### config.mk
export PLATFORM = sky130hd
export DESIGN_NAME = hsw_retry_ctrl
export DESIGN_NICKNAME = d
export VERILOG_FILES = /design/src/rtl/hsw_pkg.sv /design/src/rtl/hsw_tick_timer.sv /design/src/rtl/hsw_settle_timer.sv /design/src/rtl/hsw_retry_policy.sv /design/src/rtl/hsw_oc_flag.sv /design/src/rtl/hsw_retry_ctrl.sv
export SDC_FILE = /design/constraint.sdc
export NUM_CORES = 1
export LEC_CHECK = 0
export ABC_AREA = 1
export CORE_AREA = 8 8 95 80
export DETAILED_ROUTE_END_ITERATION = 16
export DIE_AREA = 0 0 103 88
export GPL_TIMING_DRIVEN = 0
export MAX_ROUTING_LAYER = met4
export PLACE_DENSITY = 0.51
export SLEW_MARGIN = 5
export SYNTH_ARGS = -nofsm -noshare
export SYNTH_HDL_FRONTEND = slang
export SYNTH_SLANG_ARGS = --single-unit
export TNS_END_PERCENT = 1
### constraint.sdc
create_clock -name clk -period 3.5 [get_ports clk]
set_input_delay 0.525 -clock clk [delete_from_list [all_inputs] [get_ports clk]]
set_output_delay 0.525 -clock clk [all_outputs]
set_load 0.05 [all_outputs]
### src/rtl/hsw_pkg.sv
package hsw_pkg;

  typedef enum logic [1:0] {
    ST_ON   = 2'd0,
    ST_WAIT = 2'd1,
    ST_TRY  = 2'd2,
    ST_LOCK = 2'd3
  } hsw_state_e;

  localparam logic [2:0] MODE_NONE    = 3'd0;
  localparam logic [2:0] MODE_ENDLESS = 3'd7;

  function automatic int max4(input int a, input int b, input int c, input int d);
    int m;
    m = a;
    if (b > m) m = b;
    if (c > m) m = c;
    if (d > m) m = d;
    return m;
  endfunction

endpackage

### src/rtl/hsw_tick_timer.sv
module hsw_tick_timer #(
  parameter int DLY_0 = 100,
  parameter int DLY_1 = 500,
  parameter int DLY_2 = 1000,
  parameter int DLY_3 = 5000
) (
  input  logic       clk,
  input  logic       clr,
  input  logic       run,
  input  logic       tick,
  input  logic [1:0] sel,
  output logic       done
);
  localparam int DMAX = hsw_pkg::max4(DLY_0, DLY_1, DLY_2, DLY_3);
  localparam int TW   = $clog2(DMAX + 1);

  logic [TW-1:0] cnt_q;
  logic [TW-1:0] last;

  always_comb begin
    case (sel)
      2'd0:    last = TW'(DLY_0 - 1);
      2'd1:    last = TW'(DLY_1 - 1);
      2'd2:    last = TW'(DLY_2 - 1);
      default: last = TW'(DLY_3 - 1);
    endcase
  end

  assign done = run && tick && (cnt_q == last);

  always_ff @(posedge clk) begin
    if (clr || !run) begin
      cnt_q <= '0;
    end else if (tick) begin
      cnt_q <= done ? '0 : cnt_q + 1'b1;
    end
  end
endmodule

### src/rtl/hsw_settle_timer.sv
module hsw_settle_timer #(
  parameter int SETTLE_CYC = 16
) (
  input  logic clk,
  input  logic clr,
  input  logic run,
  input  logic fault,
  output logic done
);
  localparam int SW = $clog2(SETTLE_CYC + 1);

  logic [SW-1:0] cnt_q;

  assign done = run && !fault && (cnt_q == SW'(SETTLE_CYC - 1));

  always_ff @(posedge clk) begin
    if (clr || !run || fault) begin
      cnt_q <= '0;
    end else if (!done) begin
      cnt_q <= cnt_q + 1'b1;
    end
  end
endmodule

### src/rtl/hsw_retry_policy.sv
module hsw_retry_policy #(
  parameter int CNT_W = 6
) (
  input  logic [2:0]       mode,
  input  logic [CNT_W-1:0] cnt,
  output logic             endless,
  output logic             no_retry,
  output logic [CNT_W-1:0] cnt_bump,
  output logic             exhausted
);
  logic [CNT_W:0] limit;

  assign endless  = (mode == hsw_pkg::MODE_ENDLESS);
  assign no_retry = (mode == hsw_pkg::MODE_NONE);

  always_comb begin
    limit = '0;
    if (!endless && !no_retry) begin
      limit = {{CNT_W{1'b0}}, 1'b1} << (mode - 3'd1);
    end
  end

  assign cnt_bump  = (cnt == {CNT_W{1'b1}}) ? cnt : cnt + 1'b1;
  assign exhausted = !endless && ({1'b0, cnt_bump} >= limit);
endmodule

### src/rtl/hsw_oc_flag.sv
module hsw_oc_flag (
  input  logic clk,
  input  logic clr,
  input  logic oc,
  input  logic wr,
  output logic flag_n
);
  always_ff @(posedge clk) begin
    if (clr) begin
      flag_n <= 1'b1;
    end else if (oc) begin
      flag_n <= 1'b0;
    end else if (wr) begin
      flag_n <= 1'b1;
    end
  end
endmodule

### src/rtl/hsw_retry_ctrl.sv
module hsw_retry_ctrl #(
  parameter int CNT_W      = 6,
  parameter int DLY_0      = 100,
  parameter int DLY_1      = 500,
  parameter int DLY_2      = 1000,
  parameter int DLY_3      = 5000,
  parameter int SETTLE_CYC = 16
) (
  input  logic             clk,
  input  logic             rst,
  input  logic             mr_n,
  input  logic             oc_fault,
  input  logic             ms_tick,
  input  logic [2:0]       retry_mode,
  input  logic [1:0]       delay_sel,
  input  logic             cfg_wr,
  output logic             gate_en,
  output logic             pg_enable,
  output logic [CNT_W-1:0] retry_cnt,
  output logic             far_stat,
  output logic             far_n,
  output logic             foc_n
);
  import hsw_pkg::*;

  hsw_state_e       st_q, st_d;
  logic [CNT_W-1:0] cnt_q, cnt_d;
  logic             far_q, far_d;
  logic             clr;
  logic             dly_done, settle_done;
  logic             endless, no_retry, exhausted;
  logic [CNT_W-1:0] cnt_bump;

  assign clr = rst || !mr_n;

  hsw_tick_timer #(
    .DLY_0(DLY_0), .DLY_1(DLY_1), .DLY_2(DLY_2), .DLY_3(DLY_3)
  ) u_delay (
    .clk  (clk),
    .clr  (clr),
    .run  (st_q == ST_WAIT),
    .tick (ms_tick),
    .sel  (delay_sel),
    .done (dly_done)
  );

  hsw_settle_timer #(.SETTLE_CYC(SETTLE_CYC)) u_settle (
    .clk   (clk),
    .clr   (clr),
    .run   (st_q == ST_TRY),
    .fault (oc_fault),
    .done  (settle_done)
  );

  hsw_retry_policy #(.CNT_W(CNT_W)) u_policy (
    .mode      (retry_mode),
    .cnt       (cnt_q),
    .endless   (endless),
    .no_retry  (no_retry),
    .cnt_bump  (cnt_bump),
    .exhausted (exhausted)
  );

  hsw_oc_flag u_flag (
    .clk    (clk),
    .clr    (clr),
    .oc     (oc_fault),
    .wr     (cfg_wr),
    .flag_n (foc_n)
  );

  always_comb begin
    st_d  = st_q;
    cnt_d = cnt_q;
    far_d = far_q;
    case (st_q)
      ST_ON: begin
        if (oc_fault) begin
          if (no_retry) begin
            st_d  = ST_LOCK;
            far_d = 1'b1;
          end else begin
            st_d = ST_WAIT;
          end
        end
      end
      ST_WAIT: begin
        if (dly_done) st_d = ST_TRY;
      end
      ST_TRY: begin
        if (oc_fault) begin
          cnt_d = cnt_bump;
          if (endless) begin
            far_d = 1'b1;
            st_d  = ST_WAIT;
          end else if (exhausted) begin
            far_d = 1'b1;
            st_d  = ST_LOCK;
          end else begin
            st_d = ST_WAIT;
          end
        end else if (settle_done) begin
          st_d  = ST_ON;
          cnt_d = '0;
        end
      end
      default: st_d = ST_LOCK;
    endcase
  end

  always_ff @(posedge clk) begin
    if (clr) begin
      st_q      <= ST_ON;
      cnt_q     <= '0;
      far_q     <= 1'b0;
      gate_en   <= 1'b1;
      pg_enable <= 1'b1;
      far_n     <= 1'b1;
    end else begin
      st_q      <= st_d;
      cnt_q     <= cnt_d;
      far_q     <= far_d;
      gate_en   <= (st_d == ST_ON) || (st_d == ST_TRY);
      pg_enable <= (st_d == ST_ON);
      far_n     <= !far_d;
    end
  end

  assign retry_cnt = cnt_q;
  assign far_stat  = far_q;
endmodule

==> flow_summary.yaml <==
yosys:
  synth-edff-count: 0
  synth.net_count: 277
  synth_seq_area_share_pct: 35.2
  syn_area_sq_um: 1760
  yosys_warnings: 0
  ys_async_sr_fraction_pct: 0
  synthFlopType: "dfxtp_1"
  synth.distinct_cells: 25
  netlist_instances: 256
  synth_seq_cells: 31
  syn_area_per_cell_sq_um: 6.88
sta:
  fin_skew_ps: 5.71
  slew_headroom_pct: 45.4
  tns_ps: 0
  finalHoldViolCount: 0
  maxSlewViolCount: 0
  setup_viol: 0
  worst_slack_ps: 1060
  rsz0062_at_grt: "false"
  worst_slew_pin_slew_ps: 812
  period_share_pct: 69.6
  clock.fmax_mhz: 410
  period_minus_slack_ps: 2440
routing:
  via_count: 1606
  vias_per_cell: 4.35
  ant_nets: 0
  wl_per_cell_um: 10.5
  wl_um: 3890
  dr.pass1.iters: 4
  drtIter0Drc: 47
  drc: 0
floorplan:
  dieHeight_um: 88
  pin_count: 22
  num_rows: 26
  core_sq_um: 6120
  die_x_um: 103
  dieArea_sq_um: 9060
  start_util_pct: 28.8
placement:
  post_dp_cell_area_sq_um: 2080
  finalWeightedCongestion: 0.797
  port_buffers: 21
  dp_slack_ps: 1080
  hpwl_um: 3070
power_and_ir_drop:
  p_switching_mw: 0.180
  ir_worst_vdd_uv: 124
  comb_power_share_pct: 8.7
  p_int_mw: 0.519
  switching_share_pct: 25.8
  pwr-share-clk_pct: 40.1
  pwr-share-seq_pct: 51.2
  p_per_area_nw_per_um2: 323
  p_leak_nw: 0.877
worst_setup_path:
  worstPathArrival_ps: 2660
  slowest_delay_ps: 440
  path_cells: "ha_1 > nand2_1 > inv_1 > nand2_1 > nor2_2 > nand2_1 > xor2_1 > inv_1 > ha_1 > inv_1 > nand2_1 > nand2_1 > nand2_1 > nand2_1 > nand2_1 > nand2_1 > nand2_1 > nand2_1 > nand2_1 > a21oi_1"
  crit_path_end_kind: "flip-flop"
  cp.buffers_inverters: 3
  path_class: "reg -> reg"
  critPathMaxFanout: 6
  path_common_cell: "nand2_1"
  cp_top_family: "simple AND/OR/NAND/NOR gates"
  required_ps: 3720
  crit_path_start_kind: "flip-flop"
  cp_slowest_cell: "dfxtp_1"
clock_network:
  ctsHtreeMaxLevel: 2
  cts_tree: "built"
  cts_resized: 0
  post_cts_buffers: 0
  cts-root-buf: "clkbuf_8"
  clkTransAtPathRegs_ps: 70
  cts.path.max_buffers: 2
  cts_sinks: 31
  ctsHoldBuffers: 0
  clock_latency_ps: 290
  numCtsBuffers: 5
final_layout:
  final_common_cell: "nand2_1"
  fin_nets: 305
  drive_gt1_share_pct: 6.67
  final_cell_mix: "nand2_1, nor2_1, dfxtp_1"
  antennaDiodeCount: 0
  areaGrowthSynthToFinish_pct: 22.9
  num-fill-cells: 715
  final_area_sq_um: 2170
min_path:
  worstHoldPathType: "reg -> reg"
run_status:
  status: "complete, no violations"
global_route:
  antenna_found_initial: 0
  grt_pass1_wl_um: 6580
  grtUsageTotal_pct: 9.54
  grt_pass1_vias: 1474
  overflow: 0
  grt_max_degree: 12
flow_run:
  drv_cap: 0
==> final cells by class <==
type | instances | area, sq um | share of cell area, %
Clock buffer | 5 | 68.8 | 3.18
Clock inverter | 3 | 20.0 | 0.924
Inverter | 31 | 116 | 5.37
Multi-Input combinational cell | 194 | 1020 | 47.3
Sequential cell | 31 | 621 | 28.7
Tap cell | 84 | 105 | 4.85
Timing Repair Buffer | 21 | 210 | 9.71
==> stage by stage <==
stage	hold slack, ps	power [mW]	util (%)	cells
global placement	460	0.427	34.0	361
CTS	490	0.711	35.4	369
floorplan	471	0.400	-	256
finish	487	0.699	35.4	369
detailed placement	462	0.427	34.0	361
global route	515	0.730	35.4	369
==> worst register-to-register path: cells and delay by family, from the launching register on <==
kind | cells | cell delay (ps)
AOI/OAI and AO/OA | 1 | 120
xor gates and xnor gates | 1 | 220
adders and majority gates | 2 | 490
buffers and inverters | 3 | 200
DFF | 1 | 440
and+or+nand+nor | 13 | 900
==> per-layer routing <==
metal | track usage, % | wire [um] | vias up | part of all wire [%]
met1 | 12.3 | 2080 | 687 | 53
met4 | 3.93 | 62 | 0 | 1.6
li1 | - | - | 888 | -
met2 | 13.3 | 1540 | 24 | 40
met5 | - | 0 | - | 0
met3 | 3.10 | 203 | 7 | 5.2
==> path summary, 6_finish.rpt <==
path | from | end | slack (ps) | depth (start not counted)
hold / removal | u_flag.flag_n | u_flag.flag_n | 490 | 2
hold reg to reg | u_flag.flag_n | u_flag.flag_n | 490 | 2
setup reg to reg | retry_cnt[0] | pg_enable | 1060 | 20
setup / recovery | retry_cnt[0] | pg_enable | 1060 | 20
==> Yosys cell counts, types with 2 or more instances <==
cell | count | area (sq um)
nor3_1 | 6 | 30.0
a211oi_1 | 2 | 15.0
ha_1 | 10 | 125
o21ai_0 | 7 | 35.0
nand3_1 | 16 | 80.1
and3_1 | 2 | 12.5
dfxtp_1 | 31 | 621
inv_1 | 29 | 109
xnor2_1 | 3 | 26.3
nand3b_1 | 2 | 15.0
nand2_1 | 69 | 259
inv_2 | 2 | 7.51
nor2_2 | 5 | 31.3
nand4_1 | 5 | 31.3
nor3b_1 | 3 | 22.5
nor2_1 | 31 | 116
xor2_1 | 10 | 87.6
a21oi_1 | 15 | 75.1
nand2_2 | 2 | 12.5
==> power groups by stage <==
stage / Sequential (mW) / Combinational (mW) / Clock, mW
4_1_cts: 0.357 / 0.0619 / 0.291
3_3_place_gp: 0.365 / 0.0615 / 0
2_1_floorplan: 0.373 / 0.0275 / 0
5_1_grt: 0.358 / 0.0683 / 0.304
6_report: 0.358 / 0.0609 / 0.280
3_5_place_dp: 0.365 / 0.0615 / 0
==> state kept, by name, indices dropped and copies added, names as in the netlist, named ones only <==
name            flops
retry_cnt           6
far_n               1
gate_en             1
u_delay.cnt_q      13
st_q                2
u_settle.cnt_q      5
pg_enable           1
u_flag.flag_n       1
==> cells by family after synthesis <==
group                    count (synthesis)  synth area share (%)
AND/OR/NAND/NOR                        144                  36.4
adder cells (fa/ha/maj)                 10                  7.10
buffers and inverters                   31                  6.61
XOR/XNOR                                13                  6.46
AO/OA/AOI/OAI                           27                  8.24
flip-flops                              31                  35.2
Note: power is estimated with default switching activity, not from simulation.
